$ cat config.mk
export PLATFORM = sky130hd
export DESIGN_NAME = serial_rtc_sram
export DESIGN_NICKNAME = d
export VERILOG_FILES = /design/src/rtl/serial_rtc_pkg.sv /design/src/rtl/rtc_serial_port.sv /design/src/rtl/rtc_sec_counter.sv /design/src/rtl/rtc_word_store.sv /design/src/rtl/serial_rtc_sram.sv
export SDC_FILE = /design/constraint.sdc
export NUM_CORES = 2
export LEC_CHECK = 0
export BUFFER_PORTS_ARGS = -buffer_cell sky130_fd_sc_hd__buf_2
export CORE_MARGIN = 2
export CORE_UTILIZATION = 37
export CTS_CLUSTER_DIAMETER = 60
export CTS_CLUSTER_SIZE = 20
export DETAILED_ROUTE_END_ITERATION = 10
export GPL_TIMING_DRIVEN = 0
export SYNTH_ARGS = -nofsm -noshare
export SYNTH_HDL_FRONTEND = slang
export SYNTH_SLANG_ARGS = --single-unit
$ cat constraint.sdc
create_clock -name clk_i -period 4.55 [get_ports clk_i]
set_input_delay 0.91 -clock clk_i [delete_from_list [all_inputs] [get_ports clk_i]]
set_output_delay 0.91 -clock clk_i [all_outputs]
set_load 0.01 [all_outputs]
$ cat src/rtl/serial_rtc_pkg.sv
package serial_rtc_pkg;
  localparam int WORD_W     = 32;
  localparam int SRAM_WORDS = 16;
  localparam int AUX_REGS   = 8;
  localparam int IDX_W      = 4;

  localparam logic [30:0] CNT_ADDR  = 31'h2000_0000;
  localparam logic [30:0] SNAP_ADDR = 31'h2040_0000;
  localparam logic [30:0] SRAM_BASE = 31'h2000_0100;

  localparam logic [30:0] AUX_ADDR [AUX_REGS] = '{
    31'h2100_0000, 31'h2100_0100, 31'h2100_0400, 31'h2100_0500,
    31'h2100_0600, 31'h2100_0700, 31'h2100_0C00, 31'h2100_0D00
  };

  typedef enum logic [2:0] {
    TGT_NONE, TGT_COUNT, TGT_SNAP, TGT_SRAM, TGT_AUX
  } tgt_kind_e;

  typedef struct packed {
    tgt_kind_e        kind;
    logic [IDX_W-1:0] idx;
  } tgt_t;

  function automatic tgt_t decode_addr(logic [30:0] a);
    tgt_t        t;
    logic [30:0] off;
    t.kind = TGT_NONE;
    t.idx  = '0;
    off    = a - SRAM_BASE;
    if (a == CNT_ADDR) begin
      t.kind = TGT_COUNT;
    end else if (a == SNAP_ADDR) begin
      t.kind = TGT_SNAP;
    end else if (off[7:0] == 8'd0 && off[30:8] < 23'(SRAM_WORDS)) begin
      t.kind = TGT_SRAM;
      t.idx  = off[8 +: IDX_W];
    end else begin
      for (int i = 0; i < AUX_REGS; i++) begin
        if (a == AUX_ADDR[i]) begin
          t.kind = TGT_AUX;
          t.idx  = IDX_W'(i);
        end
      end
    end
    return t;
  endfunction
endpackage

$ cat src/rtl/rtc_serial_port.sv
module rtc_serial_port #(
  parameter int W = 32,
  localparam int CW = $clog2(2 * W) + 1
) (
  input  logic         clk_i,
  input  logic         rst_ni,
  input  logic         cs_ni,
  input  logic         sck_i,
  input  logic         mosi_i,
  input  logic         ld_i,
  input  logic [W-1:0] ld_data_i,
  output logic         miso_o,
  output logic         cmd_stb_o,
  output logic         data_stb_o,
  output logic [W-1:0] word_o
);
  logic          sck_q;
  logic [CW-1:0] bit_q;
  logic [W-1:0]  in_q, out_q;
  logic          active, rise;

  // bit_q reaches 2*W once a frame is complete; further edges are ignored
  assign active     = ~cs_ni && (bit_q < CW'(2 * W));
  assign rise       = sck_i & ~sck_q & active;
  assign word_o     = {in_q[W-2:0], mosi_i};
  assign cmd_stb_o  = rise && (bit_q == CW'(W - 1));
  assign data_stb_o = rise && (bit_q == CW'(2 * W - 1));
  assign miso_o     = ~cs_ni & out_q[W-1];

  always_ff @(posedge clk_i or negedge rst_ni) begin
    if (!rst_ni) begin
      sck_q <= 1'b0;
      bit_q <= '0;
      in_q  <= '0;
      out_q <= '0;
    end else begin
      sck_q <= sck_i;
      if (cs_ni) begin
        bit_q <= '0;
        out_q <= '0;
      end else if (rise) begin
        bit_q <= bit_q + CW'(1);
        in_q  <= word_o;
        if (ld_i)                   out_q <= ld_data_i;
        else if (bit_q >= CW'(W))   out_q <= {out_q[W-2:0], 1'b0};
      end
    end
  end
endmodule

$ cat src/rtl/rtc_sec_counter.sv
module rtc_sec_counter #(
  parameter int TICKS_PER_SEC = 100_000_000,
  parameter int W = 32,
  localparam int PW = (TICKS_PER_SEC > 1) ? $clog2(TICKS_PER_SEC) : 1
) (
  input  logic         clk_i,
  input  logic         rst_ni,
  input  logic         ld_i,
  input  logic [W-1:0] ld_val_i,
  output logic [W-1:0] count_o
);
  logic [PW-1:0] pre_q;

  always_ff @(posedge clk_i or negedge rst_ni) begin
    if (!rst_ni) begin
      pre_q   <= '0;
      count_o <= '0;
    end else if (ld_i) begin
      pre_q   <= '0;
      count_o <= ld_val_i;
    end else if (pre_q == PW'(TICKS_PER_SEC - 1)) begin
      pre_q   <= '0;
      count_o <= count_o + W'(1);
    end else begin
      pre_q <= pre_q + PW'(1);
    end
  end
endmodule

$ cat src/rtl/rtc_word_store.sv
module rtc_word_store #(
  parameter int DEPTH = 16,
  parameter int W = 32,
  localparam int AW = (DEPTH > 1) ? $clog2(DEPTH) : 1
) (
  input  logic          clk_i,
  input  logic          rst_ni,
  input  logic          we_i,
  input  logic [AW-1:0] wa_i,
  input  logic [W-1:0]  wd_i,
  input  logic [AW-1:0] ra_i,
  output logic [W-1:0]  rd_o
);
  logic [W-1:0] mem [DEPTH];

  for (genvar g = 0; g < DEPTH; g++) begin : g_word
    always_ff @(posedge clk_i or negedge rst_ni) begin
      if (!rst_ni)                        mem[g] <= '0;
      else if (we_i && wa_i == AW'(g))    mem[g] <= wd_i;
    end
  end

  assign rd_o = mem[ra_i];
endmodule

$ cat src/rtl/serial_rtc_sram.sv
module serial_rtc_sram
  import serial_rtc_pkg::*;
#(
  parameter int TICKS_PER_SEC = 100_000_000
) (
  input  logic clk_i,
  input  logic rst_ni,
  input  logic cs_ni,
  input  logic sck_i,
  input  logic mosi_i,
  output logic miso_o
);
  localparam int SRAM_AW = $clog2(SRAM_WORDS);
  localparam int AUX_AW  = $clog2(AUX_REGS);

  logic              cmd_stb, data_stb;
  logic [WORD_W-1:0] word, count, rd_data, sram_rd, aux_rd;
  tgt_t              cur, tgt_q;
  logic              wr_q, rd_ld, wr_go, cnt_ld, sram_we, aux_we;

  assign cur = decode_addr(word[30:0]);

  always_comb begin
    unique case (cur.kind)
      TGT_COUNT, TGT_SNAP: rd_data = count;
      TGT_SRAM:            rd_data = sram_rd;
      TGT_AUX:             rd_data = aux_rd;
      default:             rd_data = '0;
    endcase
  end

  always_ff @(posedge clk_i or negedge rst_ni) begin
    if (!rst_ni) begin
      wr_q  <= 1'b0;
      tgt_q <= '{kind: TGT_NONE, idx: '0};
    end else if (cmd_stb) begin
      wr_q  <= word[31];
      tgt_q <= cur;
    end
  end

  assign rd_ld   = cmd_stb & ~word[31];
  assign wr_go   = data_stb & wr_q;
  assign cnt_ld  = wr_go && (tgt_q.kind == TGT_COUNT);
  assign sram_we = wr_go && (tgt_q.kind == TGT_SRAM);
  assign aux_we  = wr_go && (tgt_q.kind == TGT_AUX);

  rtc_serial_port #(.W(WORD_W)) u_port (
    .clk_i, .rst_ni, .cs_ni, .sck_i, .mosi_i,
    .ld_i       (rd_ld),
    .ld_data_i  (rd_data),
    .miso_o,
    .cmd_stb_o  (cmd_stb),
    .data_stb_o (data_stb),
    .word_o     (word)
  );

  rtc_sec_counter #(.TICKS_PER_SEC(TICKS_PER_SEC), .W(WORD_W)) u_cnt (
    .clk_i, .rst_ni,
    .ld_i     (cnt_ld),
    .ld_val_i (word),
    .count_o  (count)
  );

  rtc_word_store #(.DEPTH(SRAM_WORDS), .W(WORD_W)) u_sram (
    .clk_i, .rst_ni,
    .we_i (sram_we),
    .wa_i (tgt_q.idx[SRAM_AW-1:0]),
    .wd_i (word),
    .ra_i (cur.idx[SRAM_AW-1:0]),
    .rd_o (sram_rd)
  );

  rtc_word_store #(.DEPTH(AUX_REGS), .W(WORD_W)) u_aux (
    .clk_i, .rst_ni,
    .we_i (aux_we),
    .wa_i (tgt_q.idx[AUX_AW-1:0]),
    .wd_i (word),
    .ra_i (cur.idx[AUX_AW-1:0]),
    .rd_o (aux_rd)
  );
endmodule

After elaboration in Yosys (flattened, before gate mapping)

Cells that the tools add are included.

Word-level logic and storage cells: 164
Input port bits: 5
Flip-flop bits (word level): 906

Bitwise operators: 10
Order comparisons: 5
Reductions and logical operators: 40
Add/subtract/negate cells: 4
Eq/ne operators: 42
Mux-type cells: 30

Operators with widths:

| operator                                                     | number |
|---|---|
| 2-to-1 mux 32 bit                                            | 10 |
| equality test 31 x 30 -> 1 bit (second input constant)       | 10 |
| binary-select mux 32 bit (select 4 bit)                      | 1 |
| binary-select mux 32 bit (select 3 bit)                      | 1 |
| case mux 32 bit (3 select lines)                             | 1 |
| 2-to-1 mux 7 bit                                             | 11 |
| 2-to-1 mux 27 bit                                            | 2 |
| adder 32 x 1 -> 32 bit (second input constant)               | 1 |
| equality test 4 bit (second input constant)                  | 8 |
| logical AND 1 bit                                            | 31 |
| subtractor 31 x 30 -> 31 bit (second input constant)         | 1 |
| adder 27 x 1 -> 27 bit (second input constant)               | 1 |
| equality test 27 bit (second input constant)                 | 1 |
| less-than comparator 23 x 5 -> 1 bit (second input constant) | 1 |
| equality test 3 bit (second input constant)                  | 6 |
| equality test 4 x 3 -> 1 bit (second input constant)         | 4 |
| equality test 3 x 2 -> 1 bit (second input constant)         | 5 |
| equality test 3 x 1 -> 1 bit (second input constant)         | 3 |
| equality test 4 x 2 -> 1 bit (second input constant)         | 2 |
| logical NOT 8 bit                                            | 1 |
| 2-to-1 mux 4 bit                                             | 2 |
| adder 7 x 1 -> 7 bit (second input constant)                 | 1 |
| equality test 7 x 5 -> 1 bit (second input constant)         | 1 |
| equality test 7 x 6 -> 1 bit (second input constant)         | 1 |
| other kinds (16)                                             | 25 |

Logic depth before layout (Yosys ltp)

Word-level depth: 20
Mapped depth: 18
Gate-level depth less buffers: 13

Modules after synthesis

From an unflattened synthesis, not the netlist that was laid out.

Cells, all modules: 2,871
Area total of the unflattened synthesis: 42,095.4 um^2

By module, submodules not included:

| module                  | cells each | seq. area each (um^2) | times used | area an instance (um^2) |
|---|---|---|---|---|
| rtc_word_store (u_sram) | 1,404      | 12,812.3              | 1          | 22,765.6 |
| rtc_word_store (u_aux)  | 665        | 6,406.1               | 1          | 11,634.9 |
| rtc_sec_counter         | 359        | 1,476.4               | 1          | 3,228.1 |
| rtc_serial_port         | 243        | 1,776.7               | 1          | 3,016.6 |
| serial_rtc_sram         | 200        | 200.2                 | 1          | 1,450.1 |

Worst setup path after synthesis

OpenSTA, ideal clock, no wires.

Path kind: register to register
Start point: reg u_port.in_q[7]
End point: reg u_port.out_q[29]
Required time: 4.407 ns
Path slack: -0.372 ns
Clock period less this slack: 4.922 ns
Cell stages (with the launch flop): 19
Arrival time: 4.778 ns
Cell sequence: dfrtp_1 -> clkbuf_1 -> clkinv_1 -> clkbuf_1 -> ha_1 -> nor3b_1 -> nand4_1 -> xor2_1 -> or4bb_1 -> or4b_1 -> buf_2 -> o21ai_0 -> buf_2 -> buf_2 -> mux2i_1 -> mux2i_1 -> a221o_1 -> a31oi_1 -> a22oi_1

Word-level cells in the longest chain between the ends: 19

Ends and longest elaborated chain:

| item                                                                                  | RTL line              | source |
|---|---|---|
| start, declared                                                                       | rtc_serial_port.sv:19 | `logic [W-1:0] in_q, out_q;` |
| start signal, assigned                                                                | rtc_serial_port.sv:43 | `in_q <= word_o;` |
| parallel branches: the longest is 15 deep, another holds subtractor 31 x 30 -> 31 bit | --                    |  |
| case mux 32 bit (3 select lines) *                                                    | serial_rtc_sram.sv:24 | `unique case (cur.kind)` |
| 2-to-1 mux 32 bit *                                                                   | rtc_serial_port.sv:44 | `if (ld_i) out_q <= ld_data_i;` |
| 2-to-1 mux 32 bit *                                                                   | rtc_serial_port.sv:41 | `end else if (rise) begin` |
| 2-to-1 mux 32 bit *                                                                   | rtc_serial_port.sv:38 | `if (cs_ni) begin` |
| end signal, assigned                                                                  | rtc_serial_port.sv:44 |  |
| end signal, assigned                                                                  | rtc_serial_port.sv:45 | `else if (bit_q >= CW'(W)) out_q <= {out_q[W-2:0], 1'b0};` |
| end, declared                                                                         | rtc_serial_port.sv:19 |  |

Mark *: on every way between the ends. The select of a mux whose other input is x is not followed.
A chain may end at the register's enable or synchronous reset.

Worst setup path in the final report

Start point: reg u_port.in_q[8]
End point: reg u_port.out_q[6]

The elaborated chain is that of the path after synthesis.

==> impl_metrics.env <==
export IMPL_top_level_ports=6
export IMPL_use_met2=0.376
export IMPL_grt_pass1_vias=29220
export IMPL_clkSlewWorstSetupHoldPaths_ns=0.09
export IMPL_yosysWarnings=0
export IMPL_overflow=0
export IMPL_dp_hpwl_mm=96.1
export IMPL_pre_cts_ws_ns=-2.30
export IMPL_path_class="flop to flop"
export IMPL_first_pass_iters=10
export IMPL_cap_viol_max_count=0
export IMPL_syn_avg_cell_area_sq_um=12.6
export IMPL_portBuffers=4
export IMPL_synthTopCellsByArea="dfrtp_1 (54%), mux2_2 (21%), mux2i_1 (8.3%)"
export IMPL_ant_nets=0
export IMPL_drive_gt1_frac=0.360
export IMPL_clock_latency_ns=0.69
export IMPL_tightest_slew_ns=1.30
export IMPL_synth_top_cell_by_area="dfrtp_1"
export IMPL_rows=123
export IMPL_synth_net_count=3328
export IMPL_synth_edf_count=0
export IMPL_avgViaCountPerCell=5.82
export IMPL_antenna_found_initial=2
export IMPL_finalMaxSlewViolations=0
export IMPL_fin_util=0.445
export IMPL_grt_most_used_layer="met2"
export IMPL_relSlewSlack=0.133
export IMPL_required_ns=5.08
export IMPL_drt_initial_drc_count=3205
export IMPL_ys_types=69
export IMPL_design_area_sq_mm=0.0499
export IMPL_wl_per_cell_microns=28.9
export IMPL_cts_tree="yes"
export IMPL_fmax_mhz=213
export IMPL_drt_drc_violations_left=2
export IMPL_numClockSinks=906
export IMPL_violations="design-rule violations, negative setup slack"
export IMPL_period_needed_ns=4.69
export IMPL_skew_ns=0.0417
export IMPL_fin_crit_sh=1.03
export IMPL_synth_top_area_frac=0.541
export IMPL_ir_drop_uv=249
export IMPL_postRouteWirelength_mm=147
export IMPL_synth_seq_cells=906
export IMPL_grt_max_degree=117
export IMPL_cts_root_buf="clkbuf_16"
export IMPL_setup_viol=31
export IMPL_rsz0062_at_grt="yes"
export IMPL_cp_max_fo=6
export IMPL_hold_viol=0
export IMPL_synth_seq_area_share=0.541
export IMPL_coreArea_sq_mm=0.112
export IMPL_vias=29568
export IMPL_worst_slack_ns=-0.138
export IMPL_p_leak_nw=21.7
export IMPL_power_density_mw_per_mm2=361
export IMPL_htreeDepth=3
export IMPL_cts_buffer_depth=3
export IMPL_grt_pass1_wl_mm=210
export IMPL_total_power_mw=18.0
export IMPL_initial_core_util=0.373
export IMPL_syn2layout_area_growth_pct=19.3
export IMPL_place_area_sq_mm=0.0441
export IMPL_syn_area_sq_mm=0.0419
export IMPL_grt_use_met3=0.0528
export IMPL_cts_made_buffers=80
export IMPL_hp_class="input pin to async pin"
export IMPL_die_h_microns=340
export IMPL_status="complete, but fails checks"
export IMPL_syn_inst=3316
export IMPL_nets=3516
export IMPL_globalRouteMet1Util=0.338
export IMPL_ys_async_sr_fraction=1.00
export IMPL_gp_congestion=0.928
export IMPL_critPathLaunchType="flop"
export IMPL_ys_flop_type="dfrtp_1"
export IMPL_grt_use_total=0.250
export IMPL_fp_dieW_microns=340
export IMPL_cp_end_kind="flop"
export IMPL_dieArea_sq_mm=0.116
export IMPL_arrival_ns=5.21
==> layout by cell type (no fill, tap or decap), types with 15 or more instances in the layout <==
| master | synthesis | routed |
|---|---|---|
| mux2i_1 | 346 | 292 |
| clkbuf_16 | 0 | 86 |
| buf_12 | 0 | 40 |
| nand4_1 | 21 | 21 |
| buf_16 | 0 | 30 |
| o221ai_1 | 30 | 19 |
| nand3_1 | 38 | 35 |
| a22oi_1 | 59 | 59 |
| nand2_1 | 186 | 181 |
| mux2_2 | 773 | 772 |
| xor2_1 | 41 | 41 |
| clkbuf_1 | 226 | 188 |
| o22ai_1 | 105 | 90 |
| nor3_2 | 1 | 30 |
| o211ai_1 | 30 | 30 |
| inv_8 | 0 | 16 |
| clkbuf_2 | 0 | 18 |
| xnor2_1 | 22 | 21 |
| mux2i_4 | 0 | 20 |
| a21oi_1 | 52 | 52 |
| dfrtp_1 | 906 | 903 |
| o21ai_0 | 70 | 67 |
| nor2_1 | 121 | 120 |
| o22ai_2 | 0 | 15 |
| nor3_1 | 75 | 44 |
| mux2i_2 | 0 | 34 |
| buf_4 | 30 | 71 |
==> cells by family (layout without fill, tap and decap cells) <==
family / Yosys count / count (layout) / synth area share
and+or+nand+nor: 529 / 529 / 0.0596
xor gates and xnor gates: 63 / 63 / 0.0132
muxes: 1121 / 1121 / 0.292
adders and majority gates: 7 / 7 / 0.00209
DFF: 906 / 906 / 0.541
other: 0 / 7 / 0
buffers and inverters: 292 / 546 / 0.0295
AOI/OAI and AO/OA: 398 / 398 / 0.0628
==> cell usage after synthesis, types with 4 or more instances <==
cell type  instances
a211oi_1          12
a21oi_1           52
a22oi_1           59
a31oi_1            4
and2_1             8
and3_1            14
buf_1              5
buf_2             21
buf_4             30
clkbuf_1         226
dfrtp_1          906
ha_1               7
inv_1              9
mux2_2           773
mux2i_1          346
nand2_1          186
nand2b_1           9
nand3_1           38
nand3b_1           6
nand4_1           21
nand4b_1           4
nor2_1           121
nor3_1            75
nor4_1            16
o211ai_1          30
o21ai_0           70
o221ai_1          30
o22a_1            11
o22ai_1          105
or2_2              4
or3_1              7
xnor2_1           22
xor2_1            41
==> power breakdown <==
group          internal [mW]  switching, mW  leakage (nW)
clock                   3.87           3.66          1.37
combinational          0.653           1.64          7.90
sequential              8.13         0.0880          12.5
==> critical path, stage by stage, from the launching register on <==
cell and delay, ns:
dfrtp_2 0.42, buf_6 0.13, nor4_4 0.45, nand4b_1 0.22, or4b_4 0.57, a2111oi_4 0.35
or4b_4 0.57, buf_12 0.17, o21ai_4 0.12, buf_6 0.15, buf_12 0.16, buf_16 0.18
buf_16 0.17, mux2i_1 0.22, o211ai_1 0.23, nor3_2 0.28, a22oi_1 0.10
==> through the flow <==
step           hold WS (ns)  cells  setup TNS [ns]
3_3_place_gp          0.460   4820               -
3_5_place_dp          0.470   4833         -681.10
2_1_floorplan         0.449   3316               0
5_1_grt               0.214   5070           -4.63
4_1_cts               0.174   5049         -0.0945
6_report              0.190   5077           -2.03
==> sequential cells by signal, indices dropped and copies added (netlist names) <==
name and count:
tgt_q 7, u_port.bit_q 7, wr_q 1, u_cnt.pre_q 27, u_aux.mem 256, u_port.sck_q 1, u_sram.mem 512, u_port.out_q 32
u_cnt.count_o 32, u_port.in_q 31
==> path summary, 6_finish.rpt <==
check / slack [ns] / startpoint / depth (start not counted) / to
max in group asynchronous: 2.59 / rst_ni / 4 / u_port.bit_q[0]$_DFFE_PN0P_
hold reg to reg: 0.49 / u_sram.mem[8]$_DFFE_PN0P_ / 2 / u_sram.mem[8]$_DFFE_PN0P_
setup reg to reg: -0.14 / u_port.in_q[8]$_DFFE_PN0P_ / 16 / u_port.out_q[6]$_DFFE_PN0P_
setup / recovery: -0.14 / u_port.in_q[8]$_DFFE_PN0P_ / 16 / u_port.out_q[6]$_DFFE_PN0P_
min in group clk_i: 0.34 / sck_i / 1 / u_port.sck_q$_DFF_PN0_
hold / removal: 0.19 / rst_ni / 1 / u_sram.mem[484]$_DFFE_PN0P_
==> routing by layer <==
metal / wire length, microns / vias up
met5: 29 / -
met4: 7990 / 4
met3: 12000 / 336
met2: 65600 / 1326
met1: 61300 / 15482
li1: - / 12420
==> layout make-up <==
type	count	area, sq um
multi-input cells	2118	19000
well taps	1500	1880
clock buffers	88	2090
plain buffers	277	2030
repair buffers	111	1450
clock inverters	60	772
fillers	10352	62400
inverters	10	55.1
diodes	7	17.5
flip-flops and latches	906	22700
==> repair_timing <==
item	CTS	global route
resized for setup	330	136
hold buffers	0	0
setup buffers	63	22
setup endpoints to repair	495	200
cloned	7	3
pin swaps	45	58
(Power assumes the default switching activity.)
